## src/rtl/psb_pkg.sv

```systemverilog
package psb_pkg;

  typedef struct packed {
    logic [2:0] blen_log;  // log2 of burst length (2..5)
    logic       cont;      // continuous burst
    logic       wrap;      // wrap within the length boundary
    logic [2:0] lat;       // effective latency code (2..6)
    logic       fixed;     // fixed initial latency
    logic       act_high;  // WAIT asserted high
    logic       lead;      // WAIT released one cycle ahead
  } cfg_t;

  localparam logic [15:0] CFG_RESET = 16'h9D1F;

  function automatic cfg_t decode_cfg(input logic [15:0] r);
    cfg_t c;
    c.cont = 1'b0;
    unique case (r[2:0])
      3'b001:  c.blen_log = 3'd2;
      3'b010:  c.blen_log = 3'd3;
      3'b011:  c.blen_log = 3'd4;
      3'b100:  c.blen_log = 3'd5;
      default: begin c.blen_log = 3'd5; c.cont = 1'b1; end
    endcase
    c.wrap     = ~r[3];
    c.lat      = (r[13:11] >= 3'd2 && r[13:11] <= 3'd6) ? r[13:11] : 3'd3;
    c.fixed    = r[14];
    c.act_high = r[10];
    c.lead     = r[8];
    return c;
  endfunction

endpackage

```

## src/rtl/psb_cfg.sv

```systemverilog
module psb_cfg
  import psb_pkg::*;
(
  input  logic        clk,
  input  logic        rst_n,
  input  logic        load,
  input  logic [15:0] wdata,
  output cfg_t        cfg
);

  logic [15:0] reg_q, reg_d;

  always_comb begin
    reg_d = reg_q;
    if (load) reg_d = wdata;
  end

  always_ff @(posedge clk or negedge rst_n) begin
    if (!rst_n) reg_q <= CFG_RESET;
    else        reg_q <= reg_d;
  end

  assign cfg = decode_cfg(reg_q);

  // decoded latency never leaves the legal range
  p_lat_legal_r7: assert property (@(posedge clk) disable iff (!rst_n)
    (cfg.lat >= 3'd2) && (cfg.lat <= 3'd6));

endmodule

```

## src/rtl/psb_ctrl.sv

```systemverilog
module psb_ctrl
  import psb_pkg::*;
#(
  parameter int CW = 4
) (
  input  logic clk,
  input  logic rst_n,
  input  logic sel,
  input  logic start,
  input  logic busy_i,
  input  logic we_i,
  input  logic last,
  input  cfg_t cfg,
  output logic beat,
  output logic beat_we,
  output logic step,
  output logic wait_act
);

  logic          active_q, active_d;
  logic          beat_q, beat_d;
  logic          we_q, we_d;
  logic [CW-1:0] cnt_q, cnt_d;
  logic [CW-1:0] lat_eff;

  always_comb begin
    lat_eff = CW'(cfg.lat);
    if (!cfg.fixed && busy_i) lat_eff = CW'(cfg.lat) << 1;
  end

  always_comb begin
    active_d = active_q;
    beat_d   = beat_q;
    we_d     = we_q;
    cnt_d    = cnt_q;
    if (!sel) begin
      active_d = 1'b0;
      beat_d   = 1'b0;
      cnt_d    = '0;
    end else if (start) begin
      active_d = 1'b1;
      beat_d   = 1'b0;
      we_d     = we_i;
      cnt_d    = lat_eff - CW'(1);
    end else if (active_q) begin
      if (beat_q) begin
        if (last) begin
          active_d = 1'b0;
          beat_d   = 1'b0;
        end
      end else if (cnt_q == '0) begin
        beat_d = 1'b1;
      end else begin
        cnt_d = cnt_q - CW'(1);
      end
    end
  end

  always_ff @(posedge clk or negedge rst_n) begin
    if (!rst_n) begin
      active_q <= 1'b0;
      beat_q   <= 1'b0;
      we_q     <= 1'b0;
      cnt_q    <= '0;
    end else begin
      active_q <= active_d;
      beat_q   <= beat_d;
      we_q     <= we_d;
      cnt_q    <= cnt_d;
    end
  end

  assign beat     = beat_q;
  assign beat_we  = beat_q & we_q;
  assign step     = sel & ~start & active_q & beat_q & ~last;
  assign wait_act = active_q & ~beat_q & (cfg.lead ? (cnt_q != '0) : 1'b1);

  // checker: cycles since the latching edge versus the latency chosen there
  logic [CW:0] chk_q, exp_q;
  always_ff @(posedge clk or negedge rst_n) begin
    if (!rst_n) begin
      chk_q <= '0;
      exp_q <= '0;
    end else if (sel && start) begin
      chk_q <= '0;
      exp_q <= {1'b0, lat_eff};
    end else if (active_q && !beat_q) begin
      chk_q <= chk_q + 1'b1;
    end
  end

  // first beat lands on the latency fixed at latch time
  p_first_beat_r5: assert property (@(posedge clk) disable iff (!rst_n)
    $rose(beat_q) |-> (chk_q == exp_q));

  // an edge with the chip deselected leaves no beat
  p_beat_needs_ce_r10: assert property (@(posedge clk) disable iff (!rst_n)
    !$past(sel) |-> !beat_q);

endmodule

```

## src/rtl/psb_addr.sv

```systemverilog
module psb_addr
  import psb_pkg::*;
#(
  parameter int AW = 20
) (
  input  logic          clk,
  input  logic          rst_n,
  input  logic          load,
  input  logic          step,
  input  logic          beat,
  input  logic [AW-1:0] start_addr,
  input  cfg_t          cfg,
  output logic [AW-1:0] addr,
  output logic          last
);

  localparam int BW = 5;

  logic [AW-1:0] addr_q, addr_d, mask, inc;
  logic [BW-1:0] bcnt_q, bcnt_d;
  logic          wrap_on;

  assign mask    = (AW'(1) << cfg.blen_log) - AW'(1);
  assign wrap_on = cfg.wrap & ~cfg.cont;
  assign inc     = addr_q + AW'(1);

  always_comb begin
    addr_d = addr_q;
    bcnt_d = bcnt_q;
    if (load) begin
      addr_d = start_addr;
      bcnt_d = '0;
    end else if (step) begin
      addr_d = wrap_on ? ((addr_q & ~mask) | (inc & mask)) : inc;
      bcnt_d = bcnt_q + BW'(1);
    end
  end

  always_ff @(posedge clk or negedge rst_n) begin
    if (!rst_n) begin
      addr_q <= '0;
      bcnt_q <= '0;
    end else begin
      addr_q <= addr_d;
      bcnt_q <= bcnt_d;
    end
  end

  assign addr = addr_q;
  assign last = beat & ~cfg.cont & (bcnt_q == mask[BW-1:0]);

  // linear stepping adds exactly one
  p_linear_step_r4: assert property (@(posedge clk) disable iff (!rst_n)
    $past(step && !wrap_on) |-> (addr_q == $past(addr_q) + AW'(1)));

  // wrapping never disturbs bits above the length boundary
  p_wrap_hold_r3: assert property (@(posedge clk) disable iff (!rst_n)
    $past(step && wrap_on) |-> (((addr_q ^ $past(addr_q)) & ~$past(mask)) == '0));

  // beat index stays inside a fixed-length burst
  p_len_bound_r2: assert property (@(posedge clk) disable iff (!rst_n)
    (beat && !cfg.cont) |-> (bcnt_q <= mask[BW-1:0]));

endmodule

```

## src/rtl/psram_burst_seq.sv

```systemverilog
module psram_burst_seq
  import psb_pkg::*;
#(
  parameter int AW = 20
) (
  input  logic          clk,
  input  logic          rst_n,
  input  logic          ce_n,
  input  logic          adv_n,
  input  logic          we_n,
  input  logic          cfg_wr,
  input  logic          busy_i,
  input  logic [AW-1:0] addr_i,
  output logic [AW-1:0] word_addr_o,
  output logic          beat_o,
  output logic          beat_we_o,
  output logic          wait_o,
  output logic          wait_oe_o
);

  localparam int CW = 4;

  cfg_t cfg;
  logic sel, start, cfg_load, step, last, wait_act, beat;

  assign sel      = ~ce_n;
  assign cfg_load = sel & cfg_wr;
  assign start    = sel & ~adv_n & ~cfg_wr;

  psb_cfg u_cfg (
    .clk   (clk),
    .rst_n (rst_n),
    .load  (cfg_load),
    .wdata (addr_i[15:0]),
    .cfg   (cfg)
  );

  psb_ctrl #(.CW(CW)) u_ctrl (
    .clk      (clk),
    .rst_n    (rst_n),
    .sel      (sel),
    .start    (start),
    .busy_i   (busy_i),
    .we_i     (~we_n),
    .last     (last),
    .cfg      (cfg),
    .beat     (beat),
    .beat_we  (beat_we_o),
    .step     (step),
    .wait_act (wait_act)
  );

  psb_addr #(.AW(AW)) u_addr (
    .clk        (clk),
    .rst_n      (rst_n),
    .load       (start),
    .step       (step),
    .beat       (beat),
    .start_addr (addr_i),
    .cfg        (cfg),
    .addr       (word_addr_o),
    .last       (last)
  );

  assign beat_o    = beat;
  assign wait_o    = cfg.act_high ? wait_act : ~wait_act;
  assign wait_oe_o = sel;

endmodule

```

## config.mk

```make
export PLATFORM = sky130hd
export DESIGN_NAME = psram_burst_seq
export DESIGN_NICKNAME = d
export VERILOG_FILES = /design/src/rtl/psb_pkg.sv /design/src/rtl/psb_cfg.sv /design/src/rtl/psb_ctrl.sv /design/src/rtl/psb_addr.sv /design/src/rtl/psram_burst_seq.sv
export SDC_FILE = /design/constraint.sdc
export NUM_CORES = 1
export LEC_CHECK = 0
export ABC_AREA = 0
export BUFFER_PORTS_ARGS = -buffer_cell sky130_fd_sc_hd__buf_2
export CAP_MARGIN = 25
export CORE_MARGIN = 1
export CORE_UTILIZATION = 45
export DETAILED_ROUTE_END_ITERATION = 8
export HOLD_SLACK_MARGIN = 0.08
export PLACE_DENSITY = 0.64
export SETUP_SLACK_MARGIN = 0.05
export SYNTH_ARGS = -nofsm -noshare
export SYNTH_HDL_FRONTEND = slang
export SYNTH_SLANG_ARGS = --single-unit
export TNS_END_PERCENT = 10
```

## constraint.sdc

```tcl
create_clock -name clk -period 2.8 [get_ports clk]
set_input_delay 0.14 -clock clk [delete_from_list [all_inputs] [get_ports clk]]
set_output_delay 0.14 -clock clk [all_outputs]
set_load 0.05 [all_outputs]
```

After elaboration in Yosys (flattened, before gate mapping) --
Index checks and enable logic that the tools add are counted.
Word-level totals: logic and storage cells 83, input port bits 27, bits in registers 47, memories kept 0, memory bits (read-only) 0, bits in latches 0, bits in writable memories 0
Cells by class: multiplexer cells 25, divide/modulo/power cells 0, equality and inequality tests 7, bitwise gates (word level) 26, shifts and indexed selects 1, $add $sub $neg 5, reduce and logical (&&, ||, !) cells 10, $mul 0, $lt $le $gt $ge 2
Operator list (count):
- 20-bit two-way mux | 3
- 20-bit AND | 2
- 4-bit two-way mux | 6
- 20-bit by 1-bit adder with 20-bit output, second input constant | 1
- 20-bit NOT | 1
- 20-bit OR | 1
- 1-bit by 3-bit << shifter with 20-bit output, first input constant | 1
- 20-bit by 2-bit subtractor with 20-bit output, second input constant | 1
- 1-bit AND | 13
- 1-bit two-way mux | 12
- 5-bit two-way mux | 2
- 1-bit NOT | 9
- 3-bit one-hot mux with 3 select lines | 1
- 4-bit by 1-bit subtractor with 4-bit output, second input constant | 2
- 3-bit by 2-bit equality test with 1-bit output, second input constant | 2
- 3-bit by 2-bit inequality test with 1-bit output, second input constant | 2
- 5-bit by 1-bit adder with 5-bit output, second input constant | 1
- 5-bit equality test | 1
- 4-bit zero test | 1
- 4-bit nonzero test | 1
- 4-bit OR reduction | 1
- 3-bit by 1-bit equality test with 1-bit output, second input constant | 1
- 3-bit equality test, second input constant | 1
- 3-bit by 2-bit >= comparator with 1-bit output, second input constant | 1
- other kinds (8) | 9

Logic depth before layout (Yosys ltp) --
depth after elaboration 11, gate-level depth with buffers 8

By module --
Synthesis repeated with hierarchy kept, for this count alone.
Unflattened totals: cell total of the unflattened synthesis 288, area, all modules 2681.3 um2
Modules (own cells, without submodules):
- psb_addr | sequential area each 625.6 um2, area an instance 1682.9 um2, instances 1, cells each 195
- psb_cfg | sequential area each 260.2 um2, area an instance 500.5 um2, instances 1, cells each 35
- psb_ctrl | sequential area each 175.2 um2, area an instance 465.4 um2, instances 1, cells each 53
- psram_burst_seq | sequential area each 0.0 um2, area an instance 32.5 um2, instances 1, cells each 5

Worst setup path before layout --
Ideal clock, no wire load.
path kind register to register, start register (tool-made name), end register (tool-made name), buffers on the path 0, period minus slack after synthesis 2.115 ns, setup slack 0.685 ns, stages on the path, launching flop included 7, arrival time 1.984 ns, data required time 2.669 ns, cells stage by stage dfrtp_1 -> nand4_1 -> nor4_2 -> nand3_1 -> nor4_1 -> xnor2_1 -> o21ai_1

==> summary.txt <==
Most common cell after layout, fill and taps aside - buf_2
Synth area leaders - dfrtp_1 34%, dfstp_2 8.4%, xnor2_1 8.0%
Synth Instances - 257
Routed Antenna Nets - 0
Mapped Area - 2510 um2
Remaining global-route overflow - 0
Synth async-reset ratio - 100%
Largest fanout on the critical path - 10
Largest family of logic cells by synthesized area - simple AND/OR/NAND/NOR gates
Setup Crit Path Kind - reg -> reg
TNS Setup - 0 ps
Cts bufs inserted - 5
Yosys warns - 0
Met2 Use GR - 35.9%
Actual slew at the worst max-slew pin - 674 ps
Layout Nets - 353
Post-synth EDFFs - 0
Fin crit period - 2340 ps
Hold crit path type - in -> reg
Syn avg cell area - 9.75 um2
Synth Register Bits - 42
Synth Area in Compound Gates - 14.1%
Setup-failing EPs final - 0
Setup bufs post-CTS - 0
Sequential share of the synthesized area - 42.3%
Die W - 76.6 um
Die span in y - 76.6 um
Layout cells sized above 1 - 30.7%
Clock-pin slew of the registers on the worst-case setup and hold paths - 80 ps
Fmax - 427 MHz
RePlAce Congestion - 0.851
H-tree Lvls - 2
Syn_nets - 289
GR peak layer - met2
Routed Wire Length - 5590 um
Met1 usage - 26.7%
Status - finished, final reports clean
Fill count - 480
Post-cts repair resize count - 0
Rel. slew slack - 54.8%
Area of the die - 5870 um2
Crit. End Element - flop
Io pins - 51
Top cell type by total area after synthesis - dfrtp_1
Period utilization - 83.7%
Dominant synthesized flop cell - dfrtp_1
ANT cells - 0
P_sw - 686 uW
IO Port Bufs - 50
Synth Area in Adders - 2.50%
Max IR drop VDD - 0.413 mV
CTS Sinks - 42
Hold Worst Slack - 93.4 ps
Combinational share of power - 32.2%
Final Hold Viols - 0
Routed via count - 2065
P_leak - 0.00124 uW
First-pass GRT wire length - 9810 um
Most frequent cells in the layout - 50 x buf_2, 34 x dfrtp_1, 31 x nand2_1
RSZ-0062 raised after global routing - false
Drt pass-1 iters - 4
Worst-skew pair later-pin latency - 290 ps
Met3 usage - 3.95%
Switching Fraction - 38.1%
Simple-Gate Fraction of Synth Area - 23.5%
Clock Tree Buf Depth - 2
Crit path required time - 3020 ps
Via-per-instance ratio - 5.27
Initial Util - 47.8%
Final core occ - 58.0%
Top cell type's share of synthesized area - 33.9%
Routed WL per cell - 14.3 um
Power Density - 592 nW/um2
Initial antenna violation count - 0
Core Region - 5240 um2
P_int - 1110 uW
Yosys cell types - 64
Area Overhead vs Synth - 21.3%
Vias in the first global route - 2120
Clock share of power - 22.8%
# hold bufs at CTS - 12
Post-Synth XOR/XNOR Area - 8.39%
Setup crit start kind - flop
Fin. max-slew vios - 0
Crit path arrival time - 2560 ps
Sequential cell area - 1060 um2
# rows - 26
Overall Global Routing Usage - 21.0%
CTS tree - yes
Largest net degree at the start of global routing - 43
Area of the multi-input gates - 1360 um2
Max Clock Skew - 7.70 ps
Max-cap viol count - 0
CTS root buf - clkbuf_8
Multiplexer area fraction after synthesis - 5.44%
DR iter-0 viols - 92
Dpl hpwl - 4050 um
DRC viols - 0
Sequential power share - 45.0%
## power by group through the flow
stage	combinational (uW)	sequential, uW	clock (uW)
floorplan	262	971	0
global placement	559	819	0
detailed placement	564	820	0
CTS	580	809	423
global route	625	828	449
finish	579	809	411
## worst max-delay path, stage by stage, from the launching register on
cell,delay [ps]
dfstp_2,600
or4b_1,450
o211a_2,150
a211oi_4,420
buf_4,260
a2111oi_0,90
xnor2_1,150
a21oi_1,160
## layer usage
metal | routed length (um) | share of wire, %
met1 | 2620 | 47
met2 | 2770 | 50
met3 | 136 | 2.4
met4 | 55 | 0.98
met5 | 0 | 0
## path summary, 6_finish.rpt
kind                           startpoint              to  slack, ps  cells after the start
min                             addr_i[3]  u_cfg.reg_q[3]         90                      2
min in group asynchronous           rst_n     u_ctrl.we_q        160                      2
max reg2reg                u_cfg.reg_q[0]            flop        460                      7
max in group asynchronous           rst_n  u_cfg.reg_q[2]       2170                      3
min reg2reg                   u_ctrl.we_q     u_ctrl.we_q        500                      2
max                        u_cfg.reg_q[0]            flop        460                      7
## layout make-up
type	instances	area share, %
timing repair buffer	68	14.1
clock buffer	7	2.84
inverter	3	0.371
tap	70	2.88
clock inverter	1	0.165
sequential	42	34.9
multi-input combinational	201	44.8
## metrics by stage
stage | instance area [um2] | setup WS, ps | total power [uW] | cells
after floorplan | 2510 | 685 | 1230 | 257
after global placement | 2810 | 534 | 1380 | 371
after detailed placement | 2810 | 482 | 1380 | 371
after CTS | 3020 | 459 | 1810 | 391
after global routing | 3040 | 270 | 1900 | 392
final | 3040 | 457 | 1800 | 392
## synth_stat cells, drive strengths merged (3+ instances only)
cell type,count
a21oi,14
buf,6
clkbuf,5
dfrtp,34
dfstp,8
ha,5
inv,3
mux2,10
nand2,31
nand2b,5
nand3,6
nand3b,3
nand4,3
nor2,22
nor3,10
nor4,7
nor4b,3
o21ai,18
o31a,3
xnor2,23
## logic make-up (layout without fill, tap and decap cells)
logic type / count (synthesis) / after routing
XOR/XNOR: 24 / 24
AND/OR/NAND/NOR: 105 / 105
buffers and inverters: 14 / 79
AO/OA/AOI/OAI: 53 / 53
other: 2 / 2
adder cells (fa/ha/maj): 5 / 5
flip-flops: 42 / 42
multiplexers: 12 / 12
Note: power is estimated with default switching activity, not from simulation.
